[config.mk]
export PLATFORM = sky130hd
export DESIGN_NAME = radio_spi_framer
export DESIGN_NICKNAME = d
export VERILOG_FILES = /design/src/rtl/rsf_pkg.sv /design/src/rtl/rsf_cmd_fmt.sv /design/src/rtl/rsf_arb.sv /design/src/rtl/rsf_gap_timer.sv /design/src/rtl/radio_spi_framer.sv
export SDC_FILE = /design/constraint.sdc
export NUM_CORES = 1
export LEC_CHECK = 0
export ABC_AREA = 0
export ABC_CLOCK_PERIOD_IN_PS = 2200
export BUFFER_PORTS_ARGS = -buffer_cell sky130_fd_sc_hd__buf_4
export CORE_MARGIN = 2
export CORE_UTILIZATION = 50
export DETAILED_ROUTE_END_ITERATION = 10
export PLACE_DENSITY = 0.81
export SLEW_MARGIN = 0
export SYNTH_ARGS = -nofsm -noshare
export SYNTH_HDL_FRONTEND = slang
export SYNTH_SLANG_ARGS = --single-unit
[constraint.sdc]
create_clock -name clk -period 2.2 [get_ports clk]
set_clock_uncertainty 0.05 [all_clocks]
set_input_delay 0.22 -clock clk [delete_from_list [all_inputs] [get_ports clk]]
set_output_delay 0.22 -clock clk [all_outputs]
set_load 0.02 [all_outputs]
[src/rtl/rsf_pkg.sv]
package rsf_pkg;
    // Operation codes carried on t_kind / r_kind
    typedef enum logic [2:0] {
        K_WR  = 3'd0,
        K_RD  = 3'd1,
        K_STB = 3'd2,
        K_TXL = 3'd3,
        K_RXD = 3'd4
    } kind_e;

    // Session controller states
    typedef enum logic [2:0] {
        S_IDLE,
        S_ISSUE,
        S_WAIT,
        S_FETCH,
        S_PUSH,
        S_FIN
    } st_e;

    // Fields of a granted request kept for the whole session
    typedef struct packed {
        kind_e       kind;
        logic [15:0] wdata;
    } sess_t;
endpackage

[src/rtl/rsf_cmd_fmt.sv]
// Builds the leading byte of a session from operation code and address.
// Assumes: read-direction operations are register read and buffer drain.
module rsf_cmd_fmt
    import rsf_pkg::*;
(
    input  kind_e       kind,
    input  logic [5:0]  addr,
    output logic [7:0]  cmd
);
    logic rw;

    // Direction bit: set for operations that fetch data from the radio
    always_comb begin
        rw  = (kind == K_RD) || (kind == K_RXD);
        cmd = {1'b0, rw, addr};
    end
endmodule

[src/rtl/rsf_arb.sv]
// Two-way arbiter that alternates under contention.
// Assumes: en is high only when a new session may start.
module rsf_arb (
    input  logic clk,
    input  logic rst_n,
    input  logic en,
    input  logic a_req,
    input  logic b_req,
    output logic gnt_a,
    output logic gnt_b
);
    logic last_b;
    logic pick_b;

    // Choose b when alone or when a was served last
    always_comb begin
        pick_b = b_req && (!a_req || !last_b);
        gnt_b  = en && pick_b;
        gnt_a  = en && a_req && !pick_b;
    end

    // Remember which side took the latest grant
    always_ff @(posedge clk) begin
        if (!rst_n)              last_b <= 1'b1;
        else if (gnt_a || gnt_b) last_b <= gnt_b;
    end


    one_grant_chk: assert property (@(posedge clk) disable iff (!rst_n)
        $onehot0({gnt_a, gnt_b}));

    grant_a_req_chk: assert property (@(posedge clk) disable iff (!rst_n)
        gnt_a |-> a_req);

    grant_b_req_chk: assert property (@(posedge clk) disable iff (!rst_n)
        gnt_b |-> b_req);
endmodule

[src/rtl/rsf_gap_timer.sv]
// Counts idle clocks since chip select was released.
// Assumes: idle is high exactly while chip select is high.
module rsf_gap_timer #(
    parameter int GAP_MIN = 2
) (
    input  logic clk,
    input  logic rst_n,
    input  logic idle,
    output logic gap_ok
);
    localparam int CW = $clog2(GAP_MIN + 1);
    logic [CW-1:0] cnt;

    // Saturating count of consecutive idle clocks
    always_ff @(posedge clk) begin
        if (!rst_n || !idle)        cnt <= '0;
        else if (cnt != CW'(GAP_MIN)) cnt <= cnt + 1'b1;
    end

    // A grant in this cycle leaves chip select high for cnt+1 clocks
    always_comb gap_ok = idle && (cnt >= CW'(GAP_MIN - 1));
endmodule

[src/rtl/radio_spi_framer.sv]
// Frames register, strobe and buffer sessions for an SPI radio and steps
// each byte through a start/done shift engine.
// Assumes: sh_done pulses once per sh_start; requests are held until ack;
// a transmit load carries at least one payload byte.
module radio_spi_framer
    import rsf_pkg::*;
#(
    parameter int LEN_W   = 8,
    parameter int GAP_MIN = 2
) (
    input  logic             clk,
    input  logic             rst_n,
    input  logic             t_req,
    input  logic [2:0]       t_kind,
    input  logic [5:0]       t_addr,
    input  logic [15:0]      t_wdata,
    input  logic [LEN_W-1:0] t_len,
    output logic             t_ack,
    input  logic             r_req,
    input  logic [2:0]       r_kind,
    input  logic [5:0]       r_addr,
    input  logic [15:0]      r_wdata,
    input  logic [LEN_W-1:0] r_len,
    output logic             r_ack,
    input  logic [7:0]       pl_data,
    input  logic             pl_valid,
    input  logic             pl_last,
    output logic             pl_ready,
    output logic [7:0]       dr_data,
    output logic             dr_valid,
    input  logic             dr_ready,
    output logic [15:0]      rd_data,
    output logic [7:0]       status,
    output logic             done,
    output logic             done_src,
    output logic             cs_n,
    output logic             sh_start,
    output logic [7:0]       sh_tx,
    input  logic             sh_done,
    input  logic [7:0]       sh_rx
);
    st_e              state;
    sess_t            sess;
    logic [LEN_W-1:0] rem;
    logic [1:0]       idx;
    logic             last_seen;
    logic [7:0]       byte_q;
    logic [7:0]       dr_q;
    logic [15:0]      rd_q;
    logic [7:0]       stat_q;
    logic             src_q;

    logic             gap_ok;
    logic             gnt_a;
    logic             gnt_b;
    kind_e            g_kind;
    logic [5:0]       g_addr;
    logic [15:0]      g_wdata;
    logic [LEN_W-1:0] g_len;
    logic [7:0]       g_cmd;

    rsf_gap_timer #(.GAP_MIN(GAP_MIN)) i_gap (
        .clk(clk), .rst_n(rst_n), .idle(state == S_IDLE), .gap_ok(gap_ok)
    );

    rsf_arb i_arb (
        .clk(clk), .rst_n(rst_n), .en(gap_ok),
        .a_req(t_req), .b_req(r_req), .gnt_a(gnt_a), .gnt_b(gnt_b)
    );

    // Route the fields of the side being granted
    always_comb begin
        g_kind  = gnt_b ? kind_e'(r_kind) : kind_e'(t_kind);
        g_addr  = gnt_b ? r_addr  : t_addr;
        g_wdata = gnt_b ? r_wdata : t_wdata;
        g_len   = gnt_b ? r_len   : t_len;
    end

    rsf_cmd_fmt i_cmd (.kind(g_kind), .addr(g_addr), .cmd(g_cmd));

    // Session sequencer: grant, byte issue, completion handling
    always_ff @(posedge clk) begin
        if (!rst_n) begin
            state     <= S_IDLE;
            sess      <= '{kind: K_STB, wdata: '0};
            rem       <= '0;
            idx       <= '0;
            last_seen <= 1'b0;
            byte_q    <= '0;
            dr_q      <= '0;
            rd_q      <= '0;
            stat_q    <= '0;
            src_q     <= 1'b0;
        end else begin
            case (state)
                S_IDLE: if (gnt_a || gnt_b) begin
                    sess      <= '{kind: g_kind, wdata: g_wdata};
                    rem       <= g_len;
                    idx       <= '0;
                    last_seen <= 1'b0;
                    byte_q    <= g_cmd;
                    src_q     <= gnt_b;
                    state     <= S_ISSUE;
                end
                S_ISSUE: state <= S_WAIT;
                S_WAIT: if (sh_done) begin
                    if (idx != 2'd3) idx <= idx + 2'd1;
                    if (idx == 2'd0) stat_q <= sh_rx;
                    case (sess.kind)
                        K_WR: begin
                            byte_q <= (idx == 2'd0) ? sess.wdata[15:8] : sess.wdata[7:0];
                            state  <= (idx == 2'd2) ? S_FIN : S_ISSUE;
                        end
                        K_RD: begin
                            byte_q <= 8'h00;
                            if (idx == 2'd1) rd_q[15:8] <= sh_rx;
                            if (idx == 2'd2) rd_q[7:0]  <= sh_rx;
                            state  <= (idx == 2'd2) ? S_FIN : S_ISSUE;
                        end
                        K_TXL: state <= last_seen ? S_FIN : S_FETCH;
                        K_RXD: begin
                            byte_q <= 8'h00;
                            if (idx != 2'd0) begin
                                dr_q  <= sh_rx;
                                state <= S_PUSH;
                            end else begin
                                state <= (rem == '0) ? S_FIN : S_ISSUE;
                            end
                        end
                        default: state <= S_FIN;
                    endcase
                end
                S_FETCH: if (pl_valid) begin
                    byte_q    <= pl_data;
                    last_seen <= pl_last;
                    state     <= S_ISSUE;
                end
                S_PUSH: if (dr_ready) begin
                    rem   <= rem - 1'b1;
                    state <= (rem == LEN_W'(1)) ? S_FIN : S_ISSUE;
                end
                S_FIN: state <= S_IDLE;
                default: state <= S_IDLE;
            endcase
        end
    end

    // Port drive derived from state and held registers
    always_comb begin
        cs_n     = (state == S_IDLE);
        sh_start = (state == S_ISSUE);
        sh_tx    = byte_q;
        pl_ready = (state == S_FETCH);
        dr_valid = (state == S_PUSH);
        dr_data  = dr_q;
        done     = (state == S_FIN);
        done_src = src_q;
        rd_data  = rd_q;
        status   = stat_q;
        t_ack    = gnt_a;
        r_ack    = gnt_b;
    end


    cs_gap_chk: assert property (@(posedge clk) disable iff (!rst_n)
        $rose(cs_n) |=> cs_n);

    start_in_session_chk: assert property (@(posedge clk) disable iff (!rst_n)
        sh_start |-> !cs_n);

    done_ends_session_chk: assert property (@(posedge clk) disable iff (!rst_n)
        done |-> (!cs_n ##1 cs_n));

    status_hold_chk: assert property (@(posedge clk) disable iff (!rst_n)
        !sh_done |=> $stable(status));

    drain_hold_chk: assert property (@(posedge clk) disable iff (!rst_n)
        (dr_valid && !dr_ready) |=> (dr_valid && $stable(dr_data) && !sh_start));

    payload_cs_chk: assert property (@(posedge clk) disable iff (!rst_n)
        pl_ready |-> !cs_n);
endmodule

==> results.yml <==
run_status:
  status: "finished, final reports clean"
setup_path:
  worst_setup_path_end_kind: "primary output"
  path_cells: "inv_1 > ha_1 > nor4_4 > nand2_1 > inv_2 > buf_8 > buf_4"
  worst-path-max-fanout: 19
  path_class: "reg2out"
  max_stage_delay_ns: 0.35
  critPathTopFamily: "buffers and inverters"
  cp.required_ns: 1.93
  crit_slowest_cell: "dfxtp_1"
  critPathBufInv: 4
  arrival_ns: 1.84
  start_kind: "flop"
floorplan:
  die_h_um: 93.3
  row_count: 32
  fp.dieW_um: 93.3
  die-area_um2: 8700
  pin_count: 138
  start_util_pct: 51.6
  core-area_um2: 7730
clocking:
  cts_tree: "done"
  numCtsBuffers: 9
  clock_latency_ns: 0.36
  cts.path.max_buffers: 2
  cts.clk_slew.worst_paths_ns: 0.09
  post_cts_buffers: 0
  clk_root_buffer_cell: "clkbuf_8"
  cts.sinks: 77
  h-tree-depth: 3
sta:
  relSlewSlack_pct: 49.4
  finalSetupViolCount: 0
  period_needed_ns: 2.11
  period_share_pct: 95.9
  fmax_ghz: 0.474
  rsz0062_at_grt: "yes"
  maxSlewViolCount: 0
  layout_setup_ws_ns: 0.0908
  final_hold_viol_count: 0
  tightest_slew_ns: 0.755
yosys:
  synth_edf_count: 0
  synth_area_um2: 3990
  synthArstFlopShare_pct: 0
  ys_types: 65
  ys_ff_latch: 77
  syn_inst: 472
  syn-num-nets: 571
  synth_ff_type: "dfxtp_1"
  synth-seq-area-share_pct: 38.7
  yosysWarnings: 0
  synth_area_per_cell_um2: 8.44
layout:
  antennaDiodeCount: 0
  area_growth_pct: 35.4
  layout_common_cells: "buf_4 (158), dfxtp_1 (77), nand2_1 (58), nor2_1 (52), mux2i_1 (33)"
  mostFrequentLayoutCell: "buf_4"
  drive_gt1_share_pct: 30.9
  layout.nets: 708
  final_area_um2: 5400
place:
  place_ws_ns: 0.0874
  gp_congestion: 0.919
  post_dp_cell_area_um2: 5170
  hpwl_um: 8750
  port_buffers: 137
power:
  finalPower_mw: 5.93
  p_leak_nw: 2.52
  ir_worst_vdd_uv: 486
  powerDensity_nw_per_um2: 1100
route:
  route.detailed.drc: 0
  wl_per_cell_um: 16.4
  vias: 4095
  antenna_left: 0
  vias_per_cell: 5.72
  dr.pass1.iters: 4
  drt_iter0_markers: 227
  wirelength_um: 11700
grt:
  first_global_vias: 4001
  grt_pass1_wl_um: 19300
  grt_overflow_total: 0
  antenna_found_initial: 0
  track_usage_pct: 27.7
  grt_max_degree: 39
hold_path:
  hp-class: "in2reg"
flow_run:
  cap_violations: 0
[cells in the mapped netlist (all sizes together), types with 4 or more instances]
library cell  number  area, um2
mux2i             33        330
o21ai             15       75.1
and2               4       25.0
a2bb2oi            7       61.3
a22oi              4       35.0
a21oi             31        155
buf               12       67.6
nor2b              5       31.3
a211oi             6       45.0
inv               12       45.0
nand4              4       25.0
and3               9       56.3
nor2              52        195
clkbuf            22       83.8
a311oi            24        210
nand3             17       90.1
ha                 9        113
a31oi              8       50.1
nor4               4       31.3
dfxtp             77       1540
nand2             58        218
nor3               4       31.3
[through the flow]
step | utilization, % | instances | hold WS [ns] | TNS [ns]
floorplan | - | 472 | 0.314 | 0
global placement | 67.0 | 700 | 0.394 | 0
detailed placement | 67.0 | 700 | 0.398 | 0
CTS | 69.6 | 716 | 0.0768 | 0
global route | 69.8 | 716 | 0.0775 | -0.0424
finish | 69.8 | 716 | 0.0751 | 0
[tightest hold or removal path, stage by stage]
cell      delay, ns
buf_4          0.11
nand2_1        0.04
a311oi_1       0.07
[path summary, 6_finish.rpt]
path	startpoint	to	depth (start not counted)	slack (ns)
min reg2reg	status[5]$_SDFFE_PN0P_	status[5]$_SDFFE_PN0P_	2	0.41
max reg2reg	i_gap.cnt[0]$_SDFFE_PP0P_	sess[18]$_SDFFE_PN0P_	8	0.14
min	t_wdata[9]	sess[9]$_SDFFE_PN0P_	3	0.08
max	i_gap.cnt[0]$_SDFFE_PP0P_	r_ack	7	0.09
[layout make-up]
cell class / instances / area, um2
fill: 614 / 2330
sequential: 77 / 1540
timing repair buffer: 160 / 1220
clock inverter: 6 / 72.6
tap: 102 / 128
multi-input combinational: 348 / 2250
inverter: 13 / 53.8
clock buffer: 10 / 128
[state kept, by name, summed over array words and instances (netlist names)]
name          cells
state             3
sess             19
done_src          1
sh_tx             8
i_gap.cnt         2
rem               8
status            8
rd_data          16
last_seen         1
i_arb.last_b      1
dr_data           8
idx               2
[timing repair]
action / CTS / global route
setup endpoints to repair: 1 / 12
resized for setup: 2 / 4
endpoints found under the hold margin: 0 / 0
hold buffers: 0 / 0
[power by group]
group	internal [mW]	leakage (nW)	switching, mW	total [mW]
logic	1.26	1.79	1.55	2.82
registers	1.72	0.627	0.305	2.03
clock network	0.534	0.0971	0.552	1.09
[logic make-up (layout without fill, tap and decap cells)]
family	count (synthesis)	in the layout	synth area share (%)
adder cells (fa/ha/maj)	9	9	2.83
AND/OR/NAND/NOR	177	177	21.6
AO/OA/AOI/OAI	123	123	22.0
XOR/XNOR	4	4	0.879
buffers and inverters	47	189	5.15
multiplexers	35	35	8.85
flip-flops	77	77	38.7
[layer usage]
layer	part of all wire, %	GRT usage (%)	vias up
met2	49	46.8	165
met4	1.1	9.56	0
met5	0	0	-
met1	43	35.0	1921
met3	6.4	5.72	15
li1	-	-	1994
Power figures use the tool's default switching activity.
